**src/rtl/pterm_cell.sv**
```systemverilog
module pterm_cell #(
  parameter int N_IN  = 18,
  parameter int N_OUT = 4,
  parameter int FAST  = 4,
  parameter int WIDE  = 20
) (
  input  logic                                   clk,
  input  logic                                   rst_n,
  input  logic                                   cfg_en,
  input  logic                                   cfg_we,
  input  logic [$clog2(WIDE+2*N_OUT+4)-1:0]      cfg_addr,
  input  logic [2*N_IN-1:0]                      cfg_wdata,
  input  logic [N_IN-1:0]                        din,
  output logic [N_OUT-1:0]                       dout,
  output logic                                   oe,
  output logic [2:0]                             ctl_pt
);
  localparam int NT  = WIDE + N_OUT + 3;
  localparam int CK  = WIDE + N_OUT;
  localparam int RS  = CK + 1;
  localparam int OEP = CK + 2;
  localparam int CW  = NT + N_OUT;
  localparam int OCW = WIDE + 4;

  logic [NT-1:0][2*N_IN-1:0] tmask;
  logic [N_OUT-1:0][OCW-1:0] ocfg;
  logic [2:0]                ctl;
  logic [NT-1:0]             pt;
  logic [N_OUT-1:0]          comb, q;
  logic                      ck_d;

  always_ff @(posedge clk or negedge rst_n) begin
    if (!rst_n) begin
      tmask <= '0;
      ocfg  <= '0;
      ctl   <= '0;
    end else if (cfg_en && cfg_we) begin
      if (int'(cfg_addr) < NT)
        tmask[int'(cfg_addr)] <= cfg_wdata;
      else if (int'(cfg_addr) < CW)
        ocfg[int'(cfg_addr) - NT] <= cfg_wdata[OCW-1:0];
      else if (int'(cfg_addr) == CW)
        ctl <= cfg_wdata[2:0];
    end
  end

  for (genvar t = 0; t < NT; t++) begin : g_term
    assign pt[t] = (&(~tmask[t][N_IN-1:0] | din)) & (&(~tmask[t][2*N_IN-1:N_IN] | ~din));
  end

  for (genvar i = 0; i < N_OUT; i++) begin : g_out
    logic fsum, wsum, xop;
    assign fsum    = |pt[i*FAST +: FAST];
    assign wsum    = |(pt[WIDE-1:0] & ocfg[i][OCW-1:4]);
    assign xop     = ocfg[i][2] ? pt[WIDE+i] : ocfg[i][3];
    assign comb[i] = ocfg[i][1] ? fsum : (wsum ^ xop);
    assign dout[i] = ocfg[i][0] ? q[i] : comb[i];
  end

  logic load, clr;
  assign load = ~ctl[0] | (pt[CK] & ~ck_d);
  assign clr  = cfg_en | (ctl[1] & pt[RS]);

  always_ff @(posedge clk or negedge rst_n) begin
    if (!rst_n) begin
      q    <= '0;
      ck_d <= 1'b0;
    end else begin
      ck_d <= pt[CK];
      if (clr)       q <= '0;
      else if (load) q <= comb;
    end
  end

  assign oe     = ~ctl[2] | pt[OEP];
  assign ctl_pt = {pt[OEP], pt[RS], pt[CK]};


  cfg_freeze_chk: assert property (@(posedge clk) disable iff (!rst_n)
    !cfg_en |=> $stable({tmask, ocfg, ctl}));


  cfg_clear_chk: assert property (@(posedge clk) disable iff (!rst_n)
    cfg_en |=> q == '0);


  ptrst_clear_chk: assert property (@(posedge clk) disable iff (!rst_n)
    (!cfg_en && ctl[1] && pt[RS]) |=> q == '0);


  ptclk_hold_chk: assert property (@(posedge clk) disable iff (!rst_n)
    (!cfg_en && !(ctl[1] && pt[RS]) && ctl[0] && !pt[CK]) |=> $stable(q));
endmodule

```
**config.mk**
```make
export PLATFORM = sky130hd
export DESIGN_NAME = pterm_cell
export DESIGN_NICKNAME = d
export VERILOG_FILES = /design/src/rtl/pterm_cell.sv
export SDC_FILE = /design/constraint.sdc
export NUM_CORES = 1
export LEC_CHECK = 0
export CORE_MARGIN = 2
export CORE_UTILIZATION = 56
export DETAILED_ROUTE_END_ITERATION = 10
export PLACE_DENSITY = 0.72
export SETUP_SLACK_MARGIN = 0.2
export SLEW_MARGIN = 20
export SYNTH_ARGS = -nofsm -noshare
export SYNTH_HDL_FRONTEND = slang
export SYNTH_SLANG_ARGS = --single-unit
```
**constraint.sdc**
```tcl
create_clock -name clk -period 12.9 [get_ports clk]
set_input_delay 3.87 -clock clk [delete_from_list [all_inputs] [get_ports clk]]
set_output_delay 3.87 -clock clk [all_outputs]
set_load 0.02 [all_outputs]
```
* Word-level counts from Yosys, hierarchy flattened
Cells that the tools add are included. Widths: inputs -> output; s select.
Storage, ports and cells: flip-flop bits (word level) 1076, bits in latches 0, bits in writable memories 0, ROM bits 0, memories kept 0
Cells by class: add/subtract/negate cells 1, multiply operators 0, div/mod/pow operators 0, order comparisons 6, equality and inequality tests 1, shift-type cells 0, muxes and demuxes 20, bitwise operators 154, reductions and logical operators 69
Operators with widths (number):
- $not 18->18 | 55
- $bwmux 972 | 1
- $or 18x18->18 | 54
- $reduce_and 18->1 | 54
- $demux 36 s5 | 1
- $bwmux 96 | 1
- $and 20x20->20 | 4
- $reduce_or 20->1 | 4
- $demux 24 s2 | 1
- $mux 36 | 1
- $and 1x1->1 | 29
- $mux 24 | 1
- $reduce_or 4->1 | 4
- $mux 1 | 12
- $lt 5x5->1 const B | 2
- $mux 4 | 2
- $ge 6x1->1 const B | 1
- $lt 5x6->1 const B | 1
- $lt 6x4->1 const B | 1
- $sub 5x5->6 const B | 1
- $eq 5x1->1 const B | 1
- $ge 5x1->1 const B | 1
- $not 1->1 | 5
- $reduce_and 4->1 | 1
- 6 further kinds | 13

* Depth between registers and ports, before layout
depth in word-level cells 10, gate-level depth with buffers 14, depth with buffers taken out 10

* Worst setup path before layout
OpenSTA, ideal clock, no wires.
path kind input -> output, from input port din[17], to output port dout[3], arrival 6.075 ns, required time 9.030 ns, setup slack 2.955 ns, cell stages on the path 12, path buffers 2, path through buf_2 > inv_1 > buf_2 > a22oi_1 > and3_1 > and3_1 > a2bb2oi_1 > o221ai_1 > a2111oi_0 > and4_1 > nor2_1 > a21oi_1
Between the ends: cells in the longest elaborated chain, start to end 9, elaborated cells on any way between the ends 113, classes of those cells mux: 3; bitwise: 66; reduce/logical: 44
RTL lines:
- start: declaration | RTL line 13 | input logic [N_IN-1:0] din,
- $not 18->18 | RTL line 48 | assign pt[t] = (&(~tmask[t][N_IN-1:0] | din)) & (&(~tmask[t][2*N_IN-1:N_IN] | ~din));
- $or 18x18->18 | RTL line 48
- $reduce_and 18->1 | RTL line 48
- $and 1x1->1 | RTL line 48
- $and 20x20->20 | RTL line 54 | assign wsum = |(pt[WIDE-1:0] & ocfg[i][OCW-1:4]);
- $reduce_or 20->1 | RTL line 54
- $xor 1x1->1 | RTL line 56 | assign comb[i] = ocfg[i][1] ? fsum : (wsum ^ xop);
- $mux 1 (*) | RTL line 56
- $mux 1 (*) | RTL line 57 | assign dout[i] = ocfg[i][0] ? q[i] : comb[i];
- end: declaration | RTL line 14 | output logic [N_OUT-1:0] dout,
Every way passes the cells marked *; elsewhere a longest branch is shown, timed or not.

* Worst setup path in the final report
from input port din[11], to output port dout[2]
Same word-level chain as after synthesis.

==> reports/metrics.cfg <==
[floorplanning]
initial_utilization=0.567
rows=106
boundaryPins=71
fp.coreArea_um2=83700
die_width_um=295
die_h_um=295
die_area_um2=87000

[yosys]
postSynthCellCount=3570
synth_simple_gate_area_frac=0.0632
syn_area_per_cell_um2=13.3
synth_top_area_cell=sky130_fd_sc_hd__dfrtp_1
synth_edf_count=0
post_synth_xor_area_fraction=0.000554
synthDistinctLibCells=65
synth.mux.area_fraction=0.265
synthAdderAreaFrac=0
synthArstFlopShare=1.00
yosysWarnings=0
synth_top_cells_by_area=sky130_fd_sc_hd__dfrtp_1 (57%), sky130_fd_sc_hd__mux2_2 (25%), sky130_fd_sc_hd__mux2i_1 (1.8%)
synthesis.area_um2=47400
synth_compound_area_frac=0.0685
synth-seq-area-share=0.568
synthesized_flop_and_latch_total=1076
synth_top_family_by_area=multiplexers
post-synth-top-area-fraction=0.568
synth_ff_type=sky130_fd_sc_hd__dfrtp_1
mappedNetlistNets=3633

[final_layout]
finish.net_count=3620
area_growth_pct=11.5
final.fill_count=6172
drive_above_1_share=0.387

[timing]
rsz0062_at_grt=no
min_period_ns=12.23
setup_ws_ns=0.665
total_neg_setup_slack_ns=0
hold-worst-slack_ns=0.498
tightestPinTransition_ns=1.26
max-slew-margin-rel=0.161
finalHoldViolCount=0
setup_viol=0
finClkSkew_ns=0.0306
final.period_utilization=0.948
timing_max_transition_violations_final=0
fmax_mhz=81.7

[clocking]
cts-buffers-inserted=110
postCtsSetupBuffers=0
tritoncts=yes
clk_pin_slew_worst_paths_ns=0.06
ctsLongestPathBuffers=3
clkSinkCount=1076
htree_num_levels=3
ctsRootBufferMaster=sky130_fd_sc_hd__clkbuf_16
hold_fix_buffers_at_cts=0
post_cts.resized_instances=0
clk-insertion-delay-late_ns=0.70

[global_routing]
largest_net_degree_at_the_start_of_global_routing=158
first_global_vias=33500
grt_overflow=0
grt_antenna_before_repair=14
wire_length_of_the_first_global_routing_pass_um=238000
gr-usage-all-layers=0.384

[critical_path]
timing.critical_path.arrival_ns=8.36
crit_path_start_kind=input pin
critical_path_peak_fanout=19
timing.setup.critical_path_class=in2out
critical_path_required_ns=9.03
end_kind=output pin
reg2reg_setup_slack_ns=9.53

[placed_design]
port_buffers=70
post-place-ws_ns=0.839
weighted_congestion_reported_at_the_end_of_routability_driven_placement=0.882
place.detailed.hpwl_um=92500

[pwr]
p_leak_nw=25.2
vdd_ir_drop_max_v=0.000152
power_density_nw_per_um2=165

[detailed_routing]
detail_route.iter0.violations=4285
totalWireLength_um=165000
final_antenna_net_count=0
routedWlPerCell_um=34.5
via_per_inst=6.91
remaining_drc_errors=0
drt_first_pass_iters=8
route.vias.total=33000

[worst_hold_path]
min_path_type=reg2reg

[job]
maxCapViolations=0

[run_status]
status=finished, final reports clean

## layer usage
| metal | vias to the layer above | part of all wire | GRT usage |
|---|---|---|---|
| li1 | 12900 | - | - |
| met1 | 17500 | 0.39 | 0.538 |
| met2 | 2094 | 0.44 | 0.571 |
| met3 | 505 | 0.11 | 0.0901 |
| met4 | 2 | 0.054 | 0.181 |
| met5 | - | 0.00025 | 0 |
## worst paths after layout
check | end | startpoint | cells past startpoint
hold reg to reg | ocfg[70] | ocfg[70] | 1
setup reg to reg | q[3] | tmask[378] | 9
max in group asynchronous | tmask[652] | rst_n | 4
hold / removal | ocfg[70] | ocfg[70] | 1
setup / recovery | dout[2] | din[11] | 12
min in group asynchronous | tmask[742] | rst_n | 1
## through the flow
stage / power (W) / std cells / utilization / area [um2]
finish: 0.00874 / 4779 / 0.632 / 52900
detailed placement: 0.00542 / 4571 / 0.584 / 48900
global route: 0.00902 / 4776 / 0.632 / 52900
CTS: 0.00871 / 4768 / 0.629 / 52700
floorplan: 0.00483 / 3570 / - / 47400
global placement: 0.00535 / 4570 / 0.584 / 48900
## layout make-up
cell class	instances	area, um2	share of cell area
clock buffer	158	3210	0.0606
tap	1134	1420	0.0268
antenna	3	7.51	0.000142
inverter	91	342	0.00646
multi-input combinational	2108	19000	0.359
sequential	1076	26900	0.509
timing repair buffer	170	1430	0.0271
clock inverter	39	551	0.0104
## report_power, final
part | internal [W] | total [W] | switching, W
logic | 0.000585 | 0.00137 | 0.000783
registers | 0.00381 | 0.00404 | 0.000234
clock network | 0.00198 | 0.00333 | 0.00136
total | 0.00637 | 0.00874 | 0.00237
## cells in the mapped netlist, types with 3 or more instances
| master | count |
|---|---|
| sky130_fd_sc_hd__and4_1 | 10 |
| sky130_fd_sc_hd__buf_2 | 87 |
| sky130_fd_sc_hd__and3_1 | 11 |
| sky130_fd_sc_hd__a22o_1 | 76 |
| sky130_fd_sc_hd__nand3_1 | 43 |
| sky130_fd_sc_hd__o22ai_1 | 6 |
| sky130_fd_sc_hd__clkinv_1 | 4 |
| sky130_fd_sc_hd__buf_1 | 20 |
| sky130_fd_sc_hd__a222oi_1 | 4 |
| sky130_fd_sc_hd__buf_4 | 13 |
| sky130_fd_sc_hd__o2111ai_1 | 37 |
| sky130_fd_sc_hd__mux2i_1 | 86 |
| sky130_fd_sc_hd__nor3_1 | 13 |
| sky130_fd_sc_hd__nand4_1 | 78 |
| sky130_fd_sc_hd__nor4_1 | 32 |
| sky130_fd_sc_hd__nand2b_1 | 97 |
| sky130_fd_sc_hd__a22oi_1 | 91 |
| sky130_fd_sc_hd__clkbuf_1 | 170 |
| sky130_fd_sc_hd__a21oi_1 | 8 |
| sky130_fd_sc_hd__nor4b_1 | 3 |
| sky130_fd_sc_hd__o21ai_0 | 60 |
| sky130_fd_sc_hd__inv_2 | 3 |
| sky130_fd_sc_hd__a2111oi_0 | 12 |
| sky130_fd_sc_hd__or2_2 | 5 |
| sky130_fd_sc_hd__o2bb2ai_1 | 6 |
| sky130_fd_sc_hd__a221o_1 | 38 |
| sky130_fd_sc_hd__xor2_1 | 3 |
| sky130_fd_sc_hd__nor2_1 | 36 |
| sky130_fd_sc_hd__nor2b_1 | 21 |
| sky130_fd_sc_hd__inv_1 | 84 |
| sky130_fd_sc_hd__mux2_2 | 1040 |
| sky130_fd_sc_hd__dfrtp_1 | 1076 |
| sky130_fd_sc_hd__nand3b_1 | 4 |
| sky130_fd_sc_hd__nand2_1 | 195 |
| sky130_fd_sc_hd__a221oi_1 | 47 |
| sky130_fd_sc_hd__and2_1 | 8 |
| sky130_fd_sc_hd__a211oi_1 | 3 |
| sky130_fd_sc_hd__buf_6 | 5 |
## kinds of logic after synthesis
group                  Yosys count
flip-flops                    1076
XOR/XNOR                         3
multiplexers                  1127
buffers and inverters          386
AO/OA/AOI/OAI                  408
AND/OR/NAND/NOR                570
## cell usage in the layout, fill, tap and decap left out, types with 6 or more instances in the layout
cell and instances:
sky130_fd_sc_hd__buf_2 47, sky130_fd_sc_hd__inv_1 84, sky130_fd_sc_hd__a221oi_1 47, sky130_fd_sc_hd__a22oi_1 91, sky130_fd_sc_hd__clkdlybuf4s50_1 15, sky130_fd_sc_hd__and2_1 8, sky130_fd_sc_hd__clkbuf_16 112, sky130_fd_sc_hd__mux2_2 1040
sky130_fd_sc_hd__a2111oi_0 12, sky130_fd_sc_hd__clkbuf_8 23, sky130_fd_sc_hd__clkinv_2 23, sky130_fd_sc_hd__nor3_1 11, sky130_fd_sc_hd__nand4_1 78, sky130_fd_sc_hd__o21ai_0 60, sky130_fd_sc_hd__nor2b_1 20, sky130_fd_sc_hd__bufinv_16 13
sky130_fd_sc_hd__o22ai_1 6, sky130_fd_sc_hd__nand3_1 43, sky130_fd_sc_hd__nor2_1 17, sky130_fd_sc_hd__a21oi_1 8, sky130_fd_sc_hd__clkbuf_1 23, sky130_fd_sc_hd__nand2_1 195, sky130_fd_sc_hd__o2bb2ai_1 6, sky130_fd_sc_hd__buf_12 10
sky130_fd_sc_hd__and4_1 10, sky130_fd_sc_hd__mux2i_1 86, sky130_fd_sc_hd__nand2b_1 97, sky130_fd_sc_hd__and3_1 11, sky130_fd_sc_hd__buf_4 91, sky130_fd_sc_hd__o2111ai_1 37, sky130_fd_sc_hd__nor4_1 31, sky130_fd_sc_hd__a221o_1 38
sky130_fd_sc_hd__nor2_4 14, sky130_fd_sc_hd__dfrtp_1 1076, sky130_fd_sc_hd__a22o_1 76
## critical path, cell delays in order
cell	delay, ns
sky130_fd_sc_hd__buf_2	0.64
sky130_fd_sc_hd__inv_1	0.72
sky130_fd_sc_hd__a221o_1	0.52
sky130_fd_sc_hd__nor4_1	0.43
sky130_fd_sc_hd__and3_1	0.47
sky130_fd_sc_hd__a22o_1	0.22
sky130_fd_sc_hd__a221oi_1	0.06
sky130_fd_sc_hd__nand4_1	0.18
sky130_fd_sc_hd__xor2_1	0.11
sky130_fd_sc_hd__mux2_2	0.33
sky130_fd_sc_hd__mux2_2	0.27
sky130_fd_sc_hd__clkdlybuf4s50_1	0.54
## sequential cells by signal (all words and copies together), names as in the netlist
name   flops
q          4
tmask    972
ctl        3
ocfg      96
ck_d       1
No activity file was read; power rests on OpenSTA's default activity.
